`src/rtl/spi_cs_pkg.sv`:
```
package spi_cs_pkg;
  localparam int WORD_W   = 8;
  localparam int REG_W    = 32;
  localparam int IDLE_BIT = 1;

  typedef enum logic [2:0] {
    ST_IDLE,
    ST_LEAD,
    ST_XFER,
    ST_LAG,
    ST_GAP
  } spi_st_e;

  function automatic int max_of4(input int a, input int b, input int c, input int d);
    int m;
    m = a;
    if (b > m) m = b;
    if (c > m) m = c;
    if (d > m) m = d;
    return m;
  endfunction
endpackage

```
`src/rtl/spi_cs_fifo.sv`:
```
module spi_cs_fifo #(
  parameter int DEPTH = 8,
  parameter int W     = 8
) (
  input  logic         clk,
  input  logic         rst_n,
  input  logic         push,
  input  logic [W-1:0] push_data,
  input  logic         pop,
  output logic [W-1:0] head,
  output logic         empty,
  output logic         full
);
  localparam int AW = (DEPTH > 1) ? $clog2(DEPTH) : 1;
  localparam int CW = $clog2(DEPTH + 1);
  localparam logic [AW-1:0] LAST = AW'(DEPTH - 1);

  logic [W-1:0]  mem [DEPTH];
  logic [AW-1:0] wptr, rptr;
  logic [CW-1:0] count;
  logic          do_push, do_pop;

  assign empty   = (count == '0);
  assign full    = (count == CW'(DEPTH));
  assign do_push = push && !full;
  assign do_pop  = pop && !empty;
  assign head    = mem[rptr];

  always_ff @(posedge clk) begin
    if (do_push) mem[wptr] <= push_data;
  end

  always_ff @(posedge clk or negedge rst_n) begin
    if (!rst_n) begin
      wptr  <= '0;
      rptr  <= '0;
      count <= '0;
    end else begin
      if (do_push) wptr <= (wptr == LAST) ? '0 : wptr + 1'b1;
      if (do_pop)  rptr <= (rptr == LAST) ? '0 : rptr + 1'b1;
      case ({do_push, do_pop})
        2'b10:   count <= count + 1'b1;
        2'b01:   count <= count - 1'b1;
        default: count <= count;
      endcase
    end
  end
endmodule

```
`src/rtl/spi_cs_divider.sv`:
```
module spi_cs_divider #(
  parameter int DIV_W = 8
) (
  input  logic             clk,
  input  logic             rst_n,
  input  logic             run,
  input  logic [DIV_W-1:0] half_div,
  output logic             tick
);
  logic [DIV_W-1:0] cnt;
  logic [DIV_W-1:0] limit;

  // a zero half period is promoted to one system cycle
  assign limit = (half_div == '0) ? '0 : half_div - 1'b1;
  assign tick  = run && (cnt == limit);

  always_ff @(posedge clk or negedge rst_n) begin
    if (!rst_n)         cnt <= '0;
    else if (!run)      cnt <= '0;
    else if (tick)      cnt <= '0;
    else                cnt <= cnt + 1'b1;
  end
endmodule

```
`src/rtl/spi_cs_engine.sv`:
```
module spi_cs_engine
  import spi_cs_pkg::*;
#(
  parameter int LEAD_T = 1,
  parameter int LAG_T  = 1,
  parameter int GAP_T  = 4,
  parameter int PH_W   = 4
) (
  input  logic              clk,
  input  logic              rst_n,
  input  logic              cpol,
  input  logic              cpha,
  input  logic              tick,
  input  logic              q_empty,
  input  logic [WORD_W-1:0] q_head,
  output logic              q_pop,
  output logic              run,
  output logic              cs_n,
  output logic              sclk,
  output logic              mosi,
  input  logic              miso,
  output logic              rx_valid,
  output logic [WORD_W-1:0] rx_data,
  output logic              idle_set
);
  localparam logic [PH_W-1:0] LEAD_LAST = PH_W'(2 * LEAD_T - 1);
  localparam logic [PH_W-1:0] LAG_LAST  = PH_W'(2 * LAG_T - 1);
  localparam logic [PH_W-1:0] GAP_LAST  = PH_W'(2 * GAP_T - 1);
  localparam logic [PH_W-1:0] XFER_LAST = PH_W'(2 * WORD_W - 1);

  spi_st_e           st;
  logic [PH_W-1:0]   ph;
  logic              sclk_q;
  logic [WORD_W-1:0] tx_sh, rx_sh, rx_next;
  logic              lead_edge, sample_now, shift_now, gap_done;

  assign run        = (st != ST_IDLE);
  assign sclk       = (st == ST_XFER) ? sclk_q : cpol;
  assign mosi       = tx_sh[WORD_W-1];
  assign rx_next    = {rx_sh[WORD_W-2:0], miso};
  assign lead_edge  = !ph[0];
  assign sample_now = lead_edge ^ cpha;
  assign shift_now  = !sample_now && (ph != '0) && (ph != XFER_LAST);
  assign gap_done   = (st == ST_GAP) && tick && (ph == GAP_LAST);
  assign q_pop      = !q_empty && ((st == ST_IDLE) || gap_done);
  assign idle_set   = gap_done && q_empty;

  always_ff @(posedge clk or negedge rst_n) begin
    if (!rst_n) begin
      st       <= ST_IDLE;
      ph       <= '0;
      cs_n     <= 1'b1;
      sclk_q   <= 1'b0;
      tx_sh    <= '0;
      rx_sh    <= '0;
      rx_valid <= 1'b0;
      rx_data  <= '0;
    end else begin
      rx_valid <= 1'b0;
      if (q_pop) begin
        st     <= ST_LEAD;
        ph     <= '0;
        cs_n   <= 1'b0;
        sclk_q <= cpol;
        tx_sh  <= q_head;
      end else begin
        unique case (st)
          ST_IDLE: ;
          ST_LEAD: if (tick) begin
            if (ph == LEAD_LAST) begin
              st <= ST_XFER;
              ph <= '0;
            end else ph <= ph + 1'b1;
          end
          ST_XFER: if (tick) begin
            sclk_q <= !sclk_q;
            if (sample_now) rx_sh <= rx_next;
            if (shift_now)  tx_sh <= {tx_sh[WORD_W-2:0], 1'b0};
            if (ph == XFER_LAST) begin
              st       <= ST_LAG;
              ph       <= '0;
              rx_valid <= 1'b1;
              rx_data  <= cpha ? rx_next : rx_sh;
            end else ph <= ph + 1'b1;
          end
          ST_LAG: if (tick) begin
            if (ph == LAG_LAST) begin
              st   <= ST_GAP;
              ph   <= '0;
              cs_n <= 1'b1;
            end else ph <= ph + 1'b1;
          end
          ST_GAP: if (tick) begin
            if (ph == GAP_LAST) begin
              st <= ST_IDLE;
              ph <= '0;
            end else ph <= ph + 1'b1;
          end
          default: st <= ST_IDLE;
        endcase
      end
    end
  end
endmodule

```
`src/rtl/spi_cs_status.sv`:
```
module spi_cs_status
  import spi_cs_pkg::*;
(
  input  logic             clk,
  input  logic             rst_n,
  input  logic             set_ev,
  input  logic             wr,
  input  logic [REG_W-1:0] wdata,
  output logic [REG_W-1:0] rdata
);
  logic idle_q;

  always_ff @(posedge clk or negedge rst_n) begin
    if (!rst_n)                      idle_q <= 1'b0;
    else if (set_ev)                 idle_q <= 1'b1;
    else if (wr && wdata[IDLE_BIT])  idle_q <= 1'b0;
  end

  always_comb begin
    rdata           = '0;
    rdata[IDLE_BIT] = idle_q;
  end
endmodule

```
`src/rtl/spi_master_cs.sv`:
```
module spi_master_cs
  import spi_cs_pkg::*;
#(
  parameter int FIFO_DEPTH = 8,
  parameter int DIV_W      = 8,
  parameter int LEAD_T     = 1,
  parameter int LAG_T      = 1,
  parameter int GAP_T      = 4
) (
  input  logic              clk,
  input  logic              rst_n,
  input  logic              cpol,
  input  logic              cpha,
  input  logic [DIV_W-1:0]  half_div,
  input  logic              tx_valid,
  output logic              tx_ready,
  input  logic [WORD_W-1:0] tx_data,
  output logic              rx_valid,
  output logic [WORD_W-1:0] rx_data,
  input  logic              reg_wr,
  input  logic [REG_W-1:0]  reg_wdata,
  output logic [REG_W-1:0]  reg_rdata,
  output logic              sclk,
  output logic              mosi,
  input  logic              miso,
  output logic              cs_n
);
  localparam int PH_MAX = max_of4(2 * LEAD_T, 2 * LAG_T, 2 * GAP_T, 2 * WORD_W);
  localparam int PH_W   = $clog2(PH_MAX);

  logic              q_pop, q_empty, q_full, run, tick, idle_set;
  logic [WORD_W-1:0] q_head;

  assign tx_ready = !q_full;

  spi_cs_fifo #(.DEPTH(FIFO_DEPTH), .W(WORD_W)) u_fifo (
    .clk(clk), .rst_n(rst_n), .push(tx_valid), .push_data(tx_data),
    .pop(q_pop), .head(q_head), .empty(q_empty), .full(q_full)
  );

  spi_cs_divider #(.DIV_W(DIV_W)) u_div (
    .clk(clk), .rst_n(rst_n), .run(run), .half_div(half_div), .tick(tick)
  );

  spi_cs_engine #(.LEAD_T(LEAD_T), .LAG_T(LAG_T), .GAP_T(GAP_T), .PH_W(PH_W)) u_eng (
    .clk(clk), .rst_n(rst_n), .cpol(cpol), .cpha(cpha), .tick(tick),
    .q_empty(q_empty), .q_head(q_head), .q_pop(q_pop), .run(run),
    .cs_n(cs_n), .sclk(sclk), .mosi(mosi), .miso(miso),
    .rx_valid(rx_valid), .rx_data(rx_data), .idle_set(idle_set)
  );

  spi_cs_status u_stat (
    .clk(clk), .rst_n(rst_n), .set_ev(idle_set), .wr(reg_wr),
    .wdata(reg_wdata), .rdata(reg_rdata)
  );
endmodule

```
`config.mk`:
```
export PLATFORM = sky130hd
export DESIGN_NAME = spi_master_cs
export DESIGN_NICKNAME = d
export VERILOG_FILES = /design/src/rtl/spi_cs_pkg.sv /design/src/rtl/spi_cs_fifo.sv /design/src/rtl/spi_cs_divider.sv /design/src/rtl/spi_cs_engine.sv /design/src/rtl/spi_cs_status.sv /design/src/rtl/spi_master_cs.sv
export SDC_FILE = /design/constraint.sdc
export NUM_CORES = 1
export LEC_CHECK = 0
export ABC_AREA = 1
export CORE_MARGIN = 10
export CORE_UTILIZATION = 55
export CTS_BUF_LIST = sky130_fd_sc_hd__clkbuf_4 sky130_fd_sc_hd__clkbuf_8
export CTS_CLUSTER_DIAMETER = 30
export DETAILED_ROUTE_END_ITERATION = 7
export PLACE_DENSITY = 0.89
export SYNTH_ARGS = -nofsm -noshare
export SYNTH_HDL_FRONTEND = slang
export SYNTH_SLANG_ARGS = --single-unit
```
`constraint.sdc`:
```
create_clock -name clk -period 3.7 [get_ports clk]
set_clock_uncertainty 0.15 [all_clocks]
set_input_delay 1.11 -clock clk [delete_from_list [all_inputs] [get_ports clk]]
set_output_delay 1.11 -clock clk [all_outputs]
set_load 0.05 [all_outputs]
```
* Word level (Yosys, flattened, before mapping)
Memories as Yosys holds them, arrays and structs flattened. Index checks and enable logic that the tools add are counted.
Storage, ports and cells: register bits 53, memory bits (writable) 64, memories 1
Operators by class: add/subtract/negate cells 7, equality and inequality tests 24, muxes and demuxes 45, bitwise gates (word level) 2, reduce and logical (&&, ||, !) cells 37
Memories:
- u_fifo.mem | depth 8, width 8, rd ports 1, clocked after memory_dff 0, wr ports 1, RTL line spi_cs_fifo.sv:18 | logic [W-1:0] mem [DEPTH];
Operators by type and width (count):
- 8-bit 2-to-1 mux | 8
- 3-bit 2-to-1 mux | 11
- 4-bit 2-to-1 mux | 7
- 3-bit by 2-bit inequality test with 1-bit output, second input constant | 6
- 1-bit 2-to-1 mux | 16
- 3-bit one-hot mux with 5 select lines | 1
- 2-bit nonzero test | 7
- 4-bit one-hot mux with 3 select lines | 1
- 4-bit AND reduction | 3
- 1-bit logical AND | 10
- 3-bit equality test, second input constant | 3
- 9-bit AND reduction | 1
- 4-bit by 1-bit adder with 4-bit output, second input constant | 2
- 8-bit by 1-bit adder with 8-bit output, second input constant | 1
- 4-bit equality test, second input constant | 2
- 8-bit equality test | 1
- 8-bit logical NOT | 1
- 4-bit one-hot mux with 2 select lines | 1
- 4-bit nonzero test | 2
- 8-bit by 1-bit subtractor with 8-bit output, second input constant | 1
- 3-bit by 1-bit adder with 3-bit output, second input constant | 2
- 3-bit by 2-bit equality test with 1-bit output, second input constant | 2
- 3-bit inequality test, second input constant | 2
- 3-bit AND reduction | 2
- other kinds (18) | 22

* Depth between registers and ports, before layout
depth after elaboration 11, depth in mapped cells 26, gate-level depth less buffers 24

* Cells and area by module
Synthesis repeated with hierarchy kept, for this count alone.
Second synthesis, totals: cells, all modules 765, area, all modules 6343.6 sq um
By module, submodules not included:
- spi_cs_fifo | times used 1, cells an instance 363, area each 3427.0 sq um
- spi_cs_engine | times used 1, cells an instance 234, area each 1868.0 sq um
- spi_cs_divider | times used 1, cells an instance 129, area each 760.7 sq um
- spi_cs_status | times used 1, cells an instance 38, area each 284.0 sq um
- spi_master_cs | times used 1, cells an instance 1, area each 3.8 sq um

* Worst setup path after synthesis
Ideal clock, no wire load.
path type input port to flip-flop, from in half_div[0], to reg u_fifo.count[3], arrival time 3.749 ns, data required time 3.429 ns, slack -0.320 ns, stages 26, cell sequence inv_1 ha_1 nand2_1 inv_2 nand2_2 buf_6 nand2_1 nand2_1 nand2_1 nor2_1 nand2_1 nor2_2 nand3_1 nand2_2 nand2_2 clkinv_2 buf_6 ha_1 ha_1 nand2_1 nor2_1 a211oi_1 nor2_1 nor2_1 nand2_1 xor2_1
On the way: longest elaborated chain between the ends 11
RTL lines:
- start, declared | RTL line spi_master_cs.sv:14 | input logic [DIV_W-1:0] half_div,
- 8-bit by 1-bit subtractor with 8-bit output or 8-bit logical NOT (tied branches) | RTL line spi_cs_divider.sv:14 | assign limit = (half_div == '0) ? '0 : half_div - 1'b1;
- 8-bit 2-to-1 mux * | RTL line spi_cs_divider.sv:14
- 8-bit equality test * | RTL line spi_cs_divider.sv:15 | assign tick = run && (cnt == limit);
- 1-bit logical AND * | RTL line spi_cs_divider.sv:15
- 1-bit logical AND * (2 in a row) | RTL line spi_cs_engine.sv:44 | assign gap_done = (st == ST_GAP) && tick && (ph == GAP_LAST);
- 1-bit logical OR * | RTL line spi_cs_engine.sv:45 | assign q_pop = !q_empty && ((st == ST_IDLE) || gap_done);
- 1-bit logical AND * | RTL line spi_cs_engine.sv:45
- 1-bit logical AND * | RTL line spi_cs_fifo.sv:26 | assign do_pop = pop && !empty;
- net u_fifo.do_pop | RTL line spi_cs_fifo.sv:21 | logic do_push, do_pop;
- 2-bit by 1-bit equality test with 1-bit output or 2-bit equality test (tied branches) | RTL line spi_cs_fifo.sv:41 | case ({do_push, do_pop})
- 4-bit one-hot mux with 2 select lines or 2-bit nonzero test (tied branches)
- end signal, assigned | RTL line spi_cs_fifo.sv:42 | 2'b10: count <= count + 1'b1;
- end signal, assigned | RTL line spi_cs_fifo.sv:43 | 2'b01: count <= count - 1'b1;
- end signal, assigned | RTL line spi_cs_fifo.sv:44 | default: count <= count;
- end, declared | RTL line spi_cs_fifo.sv:20 | logic [CW-1:0] count;
Mark *: on every way through the listed nets, which the timed path passes. The rest lies on a longest branch. A chain may end at the register's enable or synchronous reset.

* Final worst setup path
from in half_div[4], to reg u_eng.rx_sh[2]
On the way: longest elaborated chain between the ends 10
RTL lines:
- 8-bit by 1-bit subtractor with 8-bit output or 8-bit logical NOT (tied branches) | RTL line spi_cs_divider.sv:14
- 8-bit 2-to-1 mux * | RTL line spi_cs_divider.sv:14
- 8-bit equality test * | RTL line spi_cs_divider.sv:15
- 1-bit logical AND * | RTL line spi_cs_divider.sv:15
- 1-bit logical AND (2 in a row) | RTL line spi_cs_engine.sv:44
- 1-bit logical OR | RTL line spi_cs_engine.sv:45
- 1-bit logical AND | RTL line spi_cs_engine.sv:45
- 1-bit NOT (no source line)
- 4-bit AND reduction (no source line) *
- end signal, assigned | RTL line spi_cs_engine.sv:77 | if (sample_now) rx_sh <= rx_next;
- end, declared | RTL line spi_cs_engine.sv:34 | logic [WORD_W-1:0] tx_sh, rx_sh, rx_next;
Mark *: on every way between the ends. The rest lies on a longest branch, timed or not.

==> impl_metrics.ini <==
[outcome]
status = completed

[clock_tree]
clk_latency_ns = 0.45
clockBufferDepth = 2
cts_sinks = 117
ctsRootBufferMaster = clkbuf_8
htreeDepth = 4
numCtsBuffers = 17
cts_tree = built
clkTransAtPathRegs_ns = 0.08

[floorplanning]
io_pins = 100
core_area_sq_um = 10400
start_util_pct = 56.8
rows = 37
die_h_um = 124
die_area_sq_um = 15300
die_w_um = 124

[power]
p_leak_nw = 3.20
peakVddDrop_mv = 0.426
totalPowerFinal_mw = 4.79
pwr_density_cell_nw_per_um2 = 669

[logic_synthesis]
synth_most_common_cell = nand2_1
yosys_warnings = 0
synth_area_leader_cell = edfxtp_1
synth_top_area_share_pct = 32.5
ys_top_cells_by_area = edfxtp_1, dfrtp_1, nand2_1, nor2_1, o21ai_0
seq_area_frac_synth_pct = 54.9
yosysUniqueCellTypes = 40
synth_area_sq_um = 5920
synth_common_cells = nand2_1, nor2_1, edfxtp_1, dfrtp_1, o21ai_0
synthFlopType = edfxtp_1
synth-edff-count = 64
synth_seq_cells = 117
async_flop_share_pct = 45.3
synth.avg_cell_area_sq_um = 9.23
synthCells = 641

[critical_path]
end_kind = register
cp.required_ns = 3.93
crit_type = in2reg
crit_arrival_ns = 3.91
path_max_fanout = 8
cp-start-kind = primary input

[detailed_routing]
drc = 0
drt_first_pass_iters = 5
first_iter_violations = 422
dr.max_layer_used = met4
met3_length_mm = 1.10
finalWirelength_mm = 13.2
vias_per_cell = 5.37
antenna_left = 0
vias = 4729
drt-met1-wl_mm = 4.92
post_drt_wl_per_cell_um = 15.0
wl_met2_mm = 6.87

[global_route]
grt_use_total_pct = 17.6
antenna_found_initial = 0
grt_max_degree = 35
overflow = 0
grt_pass1_wl_mm = 21.5
grt_pass1_vias = 4661

[final_layout]
final_nets = 799
stdcell_area_sq_um = 7160
area_growth_pct = 21.0
num_antenna_cells = 0
drive_gt1_share_pct = 18.0

[placed_design]
port_buffers = 37
placed_area_sq_um = 6600
gp_congestion = 0.903
dp_hpwl_mm = 8.70
dp_slack_ns = -0.728

[sta]
finalHoldViolations = 0
setup_viol = 0
post-route-period-util_pct = 99.4
worstMarginPinSlew_ns = 0.707
final.setup.worst_slack_ns = 0.0228
final.setup.tns_ns = 0
finalMaxSlewViolations = 0
slew-limit-headroom_pct = 52.8
hold-worst-slack_ns = 0.348
clock.fmax_ghz = 0.272
min_period_ns = 3.68

[hold_path]
hp-class = reg2reg

[flow_run]
drv_cap = 0
[per-stage QoR]
stage | util (%) | cells
floorplan | - | 671
global placement | 63.3 | 834
detailed placement | 63.3 | 834
CTS | 68.2 | 875
global route | 68.8 | 880
finish | 68.8 | 880
[cell families (layout without fill, tap and decap cells)]
family	count (synthesis)	in the layout	synth area share, %
muxes	2	2	0.380
DFF	117	117	54.9
AOI/OAI and AO/OA	94	94	9.49
buffers and inverters	108	180	9.32
adders and majority gates	13	13	2.87
xor gates and xnor gates	12	12	1.78
other	1	31	0.0634
and+or+nand+nor	294	295	21.2
[where the power goes]
group | total (mW) | leakage (nW) | internal (mW) | switching (mW)
clock | 1.21 | 0.209 | 0.576 | 0.630
sequential | 1.76 | 1.28 | 1.62 | 0.142
combinational | 1.82 | 1.72 | 0.674 | 1.15
[critical path, stage by stage]
cell and delay [ns]:
dlygate4sd2_1 0.28, inv_2 0.08, nand2_2 0.07, nor2_4 0.18, nand2_4 0.11, nand2_1 0.08
xor2_1 0.20, buf_4 0.15, buf_4 0.11, buf_4 0.11, buf_4 0.09, buf_4 0.09
buf_4 0.09, buf_4 0.09, nand3_1 0.08, nor2_1 0.23, o2111ai_4 0.22, buf_4 0.21
nor2_4 0.17, nand2_1 0.08, nand2_1 0.08
[final timing paths]
check / startpoint / to / slack [ns] / depth (start not counted)
worst max-delay path: half_div[4] / u_eng.rx_sh[2] / 0.02 / 21
worst min-delay path: u_eng.rx_data[1] / u_eng.rx_data[1] / 0.35 / 2
worst max register to register: u_eng.st[0] / u_fifo.count[3] / 0.77 / 21
worst min register to register: u_eng.rx_data[1] / u_eng.rx_data[1] / 0.35 / 2
max in group asynchronous: rst_n / u_eng.tx_sh[4] / 2.11 / 2
min in group asynchronous: rst_n / u_div.cnt[7] / 0.53 / 1
[registers in the layout, summed over array words and instances (netlist names), 3 cells and up]
register       flops
u_fifo.wptr        3
u_fifo.mem        64
u_eng.rx_data      8
u_div.cnt          8
u_eng.ph           4
u_eng.tx_sh        8
u_fifo.count       4
u_eng.st           3
u_eng.rx_sh        8
u_fifo.rptr        3
[metal layers]
metal / up-vias / GRT usage, %
met1: 2245 / 19.0
met3: 28 / 5.57
li1: 2269 / -
met2: 187 / 31.6
met4: 0 / 6.19
met5: - / 0
[layout make-up]
cell class,count,area (sq um)
Clock buffer,17,234
Timing Repair Buffer,90,776
Tap cell,136,170
Multi-Input combinational cell,447,2330
Fill cell,736,3250
Clock inverter,15,181
Inverter,58,226
Sequential cell,117,3250
[cell usage in the layout (no fill, tap or decap), types with 11 or more instances in the layout]
cell               n
nand3_1           48
clkdlybuf4s50_1   27
a21oi_1           11
conb_1            31
o21ai_0           50
edfxtp_1          64
clkbuf_8          17
nand2_1          140
dfrtp_1           52
inv_1             46
buf_4             52
nor2_1            66
[what timing repair did]
item	CTS	global route
resized for setup	15	15
endpoints found under the hold margin	0	0
setup buffers	8	5
endpoints found under the setup margin	3	18
gates cloned	1	0
hold buffers	0	0
pin swaps	7	12
No activity file was read; power rests on OpenSTA's default activity.
